File: src/rtl/ivd_pkg.sv
package ivd_pkg;

   typedef enum logic [1:0] {
      RK_NONE   = 2'd0,
      RK_WDOG   = 2'd1,
      RK_CLKMON = 2'd2,
      RK_POR    = 2'd3
   } rst_kind_e;

   // Source address: base minus two bytes per index step
   function automatic logic [15:0] src_vector(input logic [15:0] base,
                                              input logic [15:0] idx);
      return base - (idx << 1);
   endfunction

endpackage

File: src/rtl/ivd_prio_sel.sv
module ivd_prio_sel #(
   parameter int N_IRQ      = 16,
   parameter int IDX_W      = 4,
   parameter int RTI_IDX    = 5,
   parameter bit PROMO_IMPL = 1'b1
) (
   input  logic [N_IRQ-1:0] req,
   input  logic             promo_en,
   input  logic [IDX_W-1:0] promo_idx,
   output logic             hit,
   output logic [IDX_W-1:0] win_idx
);

   localparam logic [IDX_W-1:0] RTI_I = IDX_W'(RTI_IDX);

   logic             base_hit;
   logic [IDX_W-1:0] base_idx;

   // Plain fixed order: lowest index first
   always_comb begin
      base_hit = |req;
      base_idx = '0;
      for (int k = N_IRQ - 1; k >= 0; k--) begin
         if (req[k]) base_idx = IDX_W'(k);
      end
   end

   generate
      if (PROMO_IMPL) begin : g_promo
         logic             promo_ok;
         logic             promo_pend;
         logic [N_IRQ-1:0] slot_req;
         logic             slot_hit;
         logic [IDX_W-1:0] slot_idx;

         assign promo_ok   = promo_en && (int'(promo_idx) < N_IRQ);
         assign promo_pend = promo_ok && req[promo_idx];

         // Remapped slots: RTI fills the vacated position
         always_comb begin
            slot_req = req;
            if (promo_ok) begin
               slot_req[RTI_IDX]   = 1'b0;
               slot_req[promo_idx] = req[RTI_IDX];
            end
         end

         always_comb begin
            slot_hit = |slot_req;
            slot_idx = '0;
            for (int k = N_IRQ - 1; k >= 0; k--) begin
               if (slot_req[k]) begin
                  if (promo_ok && (IDX_W'(k) == promo_idx)) slot_idx = RTI_I;
                  else                                      slot_idx = IDX_W'(k);
               end
            end
         end

         always_comb begin
            if (!promo_ok) begin
               hit     = base_hit;
               win_idx = base_idx;
            end else if (promo_pend) begin
               hit     = 1'b1;
               win_idx = promo_idx;
            end else begin
               hit     = slot_hit;
               win_idx = slot_idx;
            end
         end
      end else begin : g_fixed
         logic unused_promo;
         assign unused_promo = promo_en ^ (^promo_idx);
         assign hit     = base_hit;
         assign win_idx = base_idx;
      end
   endgenerate

endmodule

File: src/rtl/ivd_last_valid.sv
module ivd_last_valid #(
   parameter int IDX_W = 4
) (
   input  logic             clk,
   input  logic             rst_n,
   input  logic             hit,
   input  logic [IDX_W-1:0] win_idx,
   output logic             ever_pend,
   output logic [IDX_W-1:0] last_idx
);

   always_ff @(posedge clk or negedge rst_n) begin
      if (!rst_n) begin
         ever_pend <= 1'b0;
         last_idx  <= '0;
      end else if (hit) begin
         ever_pend <= 1'b1;
         last_idx  <= win_idx;
      end
   end

endmodule

File: src/rtl/ivd_reset_sel.sv
module ivd_reset_sel
   import ivd_pkg::*;
(
   input  logic      rst_por,
   input  logic      rst_clkmon,
   input  logic      rst_wdog,
   output rst_kind_e kind
);

   always_comb begin
      if (rst_por)         kind = RK_POR;
      else if (rst_clkmon) kind = RK_CLKMON;
      else if (rst_wdog)   kind = RK_WDOG;
      else                 kind = RK_NONE;
   end

endmodule

File: src/rtl/ivd_vector_dec.sv
module ivd_vector_dec
   import ivd_pkg::*;
#(
   parameter int               N_IRQ      = 16,
   parameter int               IDX_W      = 4,
   parameter int               VEC_W      = 16,
   parameter int               RTI_IDX    = 5,
   parameter bit               PROMO_IMPL = 1'b1,
   parameter logic [VEC_W-1:0] IRQ_BASE   = 16'hFFF0,
   parameter logic [VEC_W-1:0] SWI_VEC    = 16'hFFF6,
   parameter logic [VEC_W-1:0] WDOG_VEC   = 16'hFFFA,
   parameter logic [VEC_W-1:0] CLKMON_VEC = 16'hFFFC,
   parameter logic [VEC_W-1:0] POR_VEC    = 16'hFFFE
) (
   input  logic             clk,
   input  logic             rst_n,
   input  logic [N_IRQ-1:0] irq_req,
   input  logic             promo_en,
   input  logic [IDX_W-1:0] promo_idx,
   input  logic             vec_req,
   input  logic             rst_por,
   input  logic             rst_clkmon,
   input  logic             rst_wdog,
   output logic [VEC_W-1:0] vec_out,
   output logic             vec_valid
);

   localparam int MAX_SRC = (1 << IDX_W);

   generate
      if (N_IRQ < 2 || N_IRQ > MAX_SRC) begin : g_bad_n
         $error("N_IRQ must lie in 2..2**IDX_W");
      end
      if (RTI_IDX < 0 || RTI_IDX >= N_IRQ) begin : g_bad_rti
         $error("RTI_IDX must index an existing source");
      end
      if (VEC_W != 16 || IDX_W + 1 > VEC_W) begin : g_bad_w
         $error("VEC_W must be 16 and wider than IDX_W");
      end
   endgenerate

   logic             cur_hit;
   logic [IDX_W-1:0] cur_idx;
   logic             ever_pend;
   logic [IDX_W-1:0] last_idx;
   rst_kind_e        rkind;
   logic [VEC_W-1:0] next_vec;

   ivd_prio_sel #(
      .N_IRQ     (N_IRQ),
      .IDX_W     (IDX_W),
      .RTI_IDX   (RTI_IDX),
      .PROMO_IMPL(PROMO_IMPL)
   ) u_prio (
      .req      (irq_req),
      .promo_en (promo_en),
      .promo_idx(promo_idx),
      .hit      (cur_hit),
      .win_idx  (cur_idx)
   );

   ivd_last_valid #(
      .IDX_W(IDX_W)
   ) u_last (
      .clk      (clk),
      .rst_n    (rst_n),
      .hit      (cur_hit),
      .win_idx  (cur_idx),
      .ever_pend(ever_pend),
      .last_idx (last_idx)
   );

   ivd_reset_sel u_rsel (
      .rst_por   (rst_por),
      .rst_clkmon(rst_clkmon),
      .rst_wdog  (rst_wdog),
      .kind      (rkind)
   );

   // Late selection: evaluated in the strobe cycle itself
   always_comb begin
      unique case (rkind)
         RK_POR:    next_vec = POR_VEC;
         RK_CLKMON: next_vec = CLKMON_VEC;
         RK_WDOG:   next_vec = WDOG_VEC;
         default: begin
            if (cur_hit)        next_vec = src_vector(IRQ_BASE, 16'(cur_idx));
            else if (ever_pend) next_vec = src_vector(IRQ_BASE, 16'(last_idx));
            else                next_vec = SWI_VEC;
         end
      endcase
   end

   always_ff @(posedge clk or negedge rst_n) begin
      if (!rst_n) begin
         vec_out   <= '0;
         vec_valid <= 1'b0;
      end else begin
         vec_valid <= vec_req;
         if (vec_req) vec_out <= next_vec;
      end
   end

endmodule

File: config.mk
export PLATFORM = sky130hd
export DESIGN_NAME = ivd_vector_dec
export DESIGN_NICKNAME = d
export VERILOG_FILES = /design/src/rtl/ivd_pkg.sv /design/src/rtl/ivd_prio_sel.sv /design/src/rtl/ivd_last_valid.sv /design/src/rtl/ivd_reset_sel.sv /design/src/rtl/ivd_vector_dec.sv
export SDC_FILE = /design/constraint.sdc
export NUM_CORES = 1
export LEC_CHECK = 0
export ABC_CLOCK_PERIOD_IN_PS = 2600
export CELL_PAD_IN_SITES_DETAIL_PLACEMENT = 0
export CELL_PAD_IN_SITES_GLOBAL_PLACEMENT = 1
export CORE_UTILIZATION = 42
export CTS_BUF_LIST = sky130_fd_sc_hd__clkbuf_2 sky130_fd_sc_hd__clkbuf_4 sky130_fd_sc_hd__clkbuf_8
export DETAILED_ROUTE_END_ITERATION = 12
export PLACE_DENSITY_LB_ADDON = 0.1
export SKIP_CTS_REPAIR_TIMING = 1
export SYNTH_ARGS = -nofsm -noshare
export SYNTH_HDL_FRONTEND = slang
export SYNTH_SLANG_ARGS = --single-unit
File: constraint.sdc
create_clock -name clk -period 2.6 [get_ports clk]
set_input_delay 0.52 -clock clk [delete_from_list [all_inputs] [get_ports clk]]
set_output_delay 0.52 -clock clk [all_outputs]
set_load 0.005 [all_outputs]
---- Word level (Yosys, flattened, before mapping) ----
Cells that the tools add are included.
word-level totals
  flip-flop bits (word level) ............. 22
  input bits .............................. 27
  output and inout bits ................... 17
  logic and storage cells ................. 108
operators by class
  add/subtract/negate cells ............... 2
  $lt $le $gt $ge ......................... 2
  equality and inequality tests ........... 17
  muxes and demuxes ....................... 63
  reduce and logical (&&, ||, !) cells .... 20
operator list
  cell                 number
  $mux 4               42
  $mux 16              3
  $pmux 16 s3          1
  $eq 4x4->1 const A   8
  $reduce_or 16->1     2
  $logic_and 1x1->1    17
  $bwmux 16            1
  $sub 5x6->7 const A  2
  $eq 3x4->1 const A   3
  $mux 3               4
  $eq 2x4->1 const A   2
  $mux 2               4
  $mux 1               6
  $lt 4x5->1 const B   1
  $bmux 1 s4           1
  $demux 1 s4          1
  $eq 1x4->1 const A   1
  $eq 2x2->1 const B   2
  $ge 4x1->1 const B   1
  $logic_not 4->1      1
  $eq 2x1->1 const B   1

---- Longest topological paths before layout ----
  depth in word-level cells ............... 27
  mapped depth ............................ 14

---- Modules after synthesis ----
A second synthesis with hierarchy kept.
second synthesis, totals
  cells, all modules ...................... 294
  area total of the unflattened synthesis .. 2177.1 µm²
modules (own cells, without submodules)
  module          instances  cells an instance  area an instance (µm²)  sequential area each (µm²)
  ivd_prio_sel    1          221                1485.2                  0.0
  ivd_vector_dec  1          60                 498.0                   175.2
  ivd_last_valid  1          10                 176.4                   125.1
  ivd_reset_sel   1          3                  17.5                    0.0

---- Worst setup path after synthesis ----
OpenSTA, ideal clock, no wires.
  path type ............................... input port to flip-flop
  from .................................... input port promo_idx[1]
  to ...................................... register vec_out[2]
  library setup time ...................... 0.065 ns
  data arrival time ....................... 2.952 ns
  required time ........................... 2.535 ns
  slack ................................... -0.417 ns
  stages on the path ...................... 13
  buffers on the path ..................... 2
  path through ............................ buf_6 -> buf_2 -> or2_2 -> nor3_1 -> mux2_2 -> nor3_1 -> a311oi_1 -> a211oi_1 -> inv_1 -> ha_1 -> nor2_2 -> o311ai_2 -> o21a_1
between the ends
  longest elaborated chain between the ends .. 27
  elaborated cells between the ends (all ways) .. 70
ends and longest elaborated chain
  what                                                            RTL line               text
  from (decl)                                                     ivd_vector_dec.sv:19   input logic [IDX_W-1:0] promo_idx,
  $lt 4x5->1 (implied by the code) or $ge 4x1->1 (tied branches)  ivd_prio_sel.sv:44     slot_req[promo_idx] = req[RTI_IDX];
  $logic_and 1x1->1 (implied by the code)                         ivd_prio_sel.sv:44
  $mux 1 (implied by the code)                                    ivd_prio_sel.sv:44
  $demux 1 s4                                                     --
  $bwmux 16                                                       ivd_prio_sel.sv:44
  $mux 16                                                         ivd_prio_sel.sv:42     if (promo_ok) begin
  $mux 4 (16 in a row)                                            ivd_prio_sel.sv:52     if (slot_req[k]) begin
  $mux 4                                                          ivd_prio_sel.sv:63     end else if (promo_pend) begin
  $mux 4                                                          ivd_prio_sel.sv:60     if (!promo_ok) begin
  $sub 5x6->7                                                     ivd_pkg.sv:13          return base - (idx << 1);
  $mux 16 (*)                                                     ivd_vector_dec.sv:87   if (cur_hit) next_vec = src_vector(IRQ_BASE, 16'(cur_idx));
  $pmux 16 s3 (*)                                                 ivd_vector_dec.sv:82   unique case (rkind)
  to (signal assigned)                                            ivd_vector_dec.sv:100  if (vec_req) vec_out <= next_vec;
  to (decl)                                                       ivd_vector_dec.sv:24   output logic [VEC_W-1:0] vec_out,
Every way passes the cells marked *; elsewhere a longest branch is shown, timed or not. The select of a mux whose other input is x is not followed.
A chain may end at the register's enable or synchronous reset.

---- Worst setup path in the final report ----
Same ends and word-level chain as after synthesis.

==> results.md <==
* Vias in the first global route at 2494
* Worst path cell trace: buf_6 > buf_8 > mux4_2 > mux4_2 > buf_6 > nand2b_4 > nor4_4 > a32o_2 > and3b_1 > o311ai_2 > o21a_1
* Setup_tns at -2.41 ns
* Psw at 340 uW
* Critical Path Start Type: input pin
* Fill cells at about 410
* Worst slew pin tran at 0.616 ns
* Die Ht at roughly 74 um
* Largest net degree at the start of global routing at 21
* Routability cong. at 0.944
* Yosys warns at 0
* Chip Width at 74.5 um
* HP Class: flip-flop to flip-flop
* Root Buffer: clkbuf_8
* GRT Util Overall at 0.295
* Seq/Total Area, Yosys at 0.136
* Antenna viol nets, final at 0
* CP required at 2.73 ns
* Initial antenna violation count at 0
* Final min period at 2.95 ns
* Slowest stage delay, CP at 0.56 ns
* Final Hold Vio Count at 0
* Post-synth top area share at 0.136
* Nature of the critical path endpoint: flip-flop
* Latest clock arrival within the worst-skew pair at approximately 0.24 ns
* DR vias at about 2.9k
* Main synth FF type: dfrtp_1
* TritonCTS clock tree: done
* Residual DRC at 0
* I/O pin count at 44
* Initial DRC count at 296
* Total Routed Length at 8.54 mm
* Core Area at roughly 5100 um^2
* Leading area contributor after synthesis: dfrtp_1
* Rows at 26
* Starting Density at 0.435
* Crit-path max FO at 8
* Maximum capacitance violations at 0
* Status: complete, but fails checks
* Clock share of power at 0.213
* H-tree depth at 1
* Post-synthesis cell type count at slightly above 70
* Gr ovfl total at 0
* CTS max path bufs at 2
* Mapped Cells at just under 300
* Setup CP Type: input pin to flip-flop
* Sink Count at 12
* Commonest non-fill, non-tap cell in the layout: buf_4
* Post-synth EDFFs at 0
* Max Slew Vio Count at 0
* Worst setup margin at -0.348 ns
* Ant diodes at 0
* Yosys reg bits at 12
* Commonest non-fill, non-tap cells in the layout: buf_4 (93), nand2_1 (24), nor2_1 (23), o21ai_0 (22), clkdlybuf4s50_1 (21)
* Layout cells sized above 1 at 0.360
* Area Growth Syn to Fin at 62.4%
* Synthesized area at 2210 um^2
* Worst R2R Setup Slack at approximately 1.3 ns
* Layout net count at 441
* DR pass1 iterations at 5
* Vias per cell at ~6.0
* Setup violations, final at 10
* Worst EP arrival at ~3.1 ns
* CP max-delay cell: mux4_2
* Clock Pin Slew Worst Setup and Hold Paths at 0.05 ns
* WL per Instance at 17.8 um
* Leakage at ~1.6 nW
* FMAX at between 0.3 and 0.4 GHz
* DP HPWL at 6.30 mm
* RSZ-0062 raised after global routing: true
* Mapped Avg Cell Area at 7.46 um^2
* PwrDens at 268 nW/um^2
* Post-synth ARST share at 1.00
* Synth top area cells: dfrtp_1 (14%), o21ai_0 (5.4%), nor2_1 (4.3%), mux4_2 (4.1%), nand2_1 (4.1%)
* Crit-path leading delay family: multiplexers
* Worst hold slack at 0.491 ns
* Synthesized netlist net count at 325
* Buffers & Inverters on Critical Path at 3
* Port bufs at 42
* Flop pwr share at 0.218
* Normalized max-slew margin at 0.589
* Internal power at 619 uW
* Gate power share at 0.570
* Sw Share at 0.354
* Final Cycle Share at 1.13
* Max Clock Skew at between 0.0005 and 0.0006 ns
* First-pass GRT wire length at 12.5 mm
* Failing checks: negative setup slack
* CTS buffer count at 3
* Worst vdd ir at 0.245 mV
* Die Area at 5550 um^2
==> worst register-to-register path, cell delays in order (launching register included) <==
cell      delay (ns)
dfrtp_1         0.36
inv_1           0.07
ha_1            0.27
and3b_1         0.19
o311ai_2        0.21
o21a_1          0.15
==> flip-flops by register name, summed over array words and instances, names as in the netlist <==
signal / cells
u_last.last_idx: 4
vec_out: 6
vec_valid: 1
u_last.ever_pend: 1
==> metrics by stage <==
stage / setup WS, ns / utilization / instances / cell area [um^2] / power, mW
after floorplan: -0.277 / - / 296 / 2230 / 0.459
after global placement: -0.863 / 0.636 / 465 / 3230 / 0.686
after detailed placement: -0.951 / 0.636 / 465 / 3230 / 0.689
after CTS: -0.705 / 0.646 / 469 / 3280 / 0.894
after global routing: -0.440 / 0.706 / 481 / 3580 / 1.01
final: -0.348 / 0.706 / 481 / 3580 / 0.959
==> worst paths after layout <==
| check | from | endpoint | cells past startpoint |
|---|---|---|---|
| max reg2reg | u_last.last_idx[0] | vec_out[2] | 5 |
| min reg2reg | vec_out[2] | vec_out[2] | 1 |
| min in group asynchronous | rst_n | vec_out[14] | 1 |
| max in group asynchronous | rst_n | u_last.last_idx[0] | 1 |
| max | promo_idx[1] | vec_out[2] | 11 |
| min | vec_out[2] | vec_out[2] | 1 |
==> synth_stat cells, drive strengths merged, types with 7 or more instances <==
cell type  instances
dfrtp             12
clkbuf            11
nor2              26
o21ai             24
nor3              12
nand2b            11
mux4               7
inv               12
buf               23
a21oi             15
nand2             24
==> logic make-up after synthesis <==
| kind of cell | Yosys count | share of synthesized area |
|---|---|---|
| flops | 12 | 0.136 |
| fa+ha+maj | 2 | 0.0113 |
| simple gates | 121 | 0.315 |
| other cells | 1 | 0.00170 |
| xor+xnor | 5 | 0.0198 |
| buf+inv | 46 | 0.106 |
| mux | 15 | 0.114 |
| compound gates | 94 | 0.296 |
==> metal layers <==
layer,up-vias,GRT usage,part of all wire
met5,-,0,0
met4,0,0.103,0.026
met3,19,0.0474,0.084
met2,142,0.432,0.45
met1,1368,0.435,0.44
li1,1354,-,-
==> power by group through the flow <==
stage	clock network, mW	logic [mW]	registers [mW]
after CTS	0.206	0.479	0.209
after floorplan	0	0.248	0.211
after global placement	0	0.474	0.211
after global routing	0.214	0.581	0.211
after detailed placement	0	0.477	0.212
final	0.204	0.546	0.209
==> cell type report <==
| cell class | instances | area [um^2] | area share |
|---|---|---|---|
| Multi-Input combinational cell | 238 | 1780 | 0.496 |
| Timing Repair Buffer | 145 | 1320 | 0.368 |
| Sequential cell | 12 | 300 | 0.0838 |
| Tap cell | 70 | 87.6 | 0.0244 |
| Clock buffer | 4 | 55.1 | 0.0154 |
| Inverter | 12 | 45.0 | 0.0126 |
(Power assumes the default switching activity.)
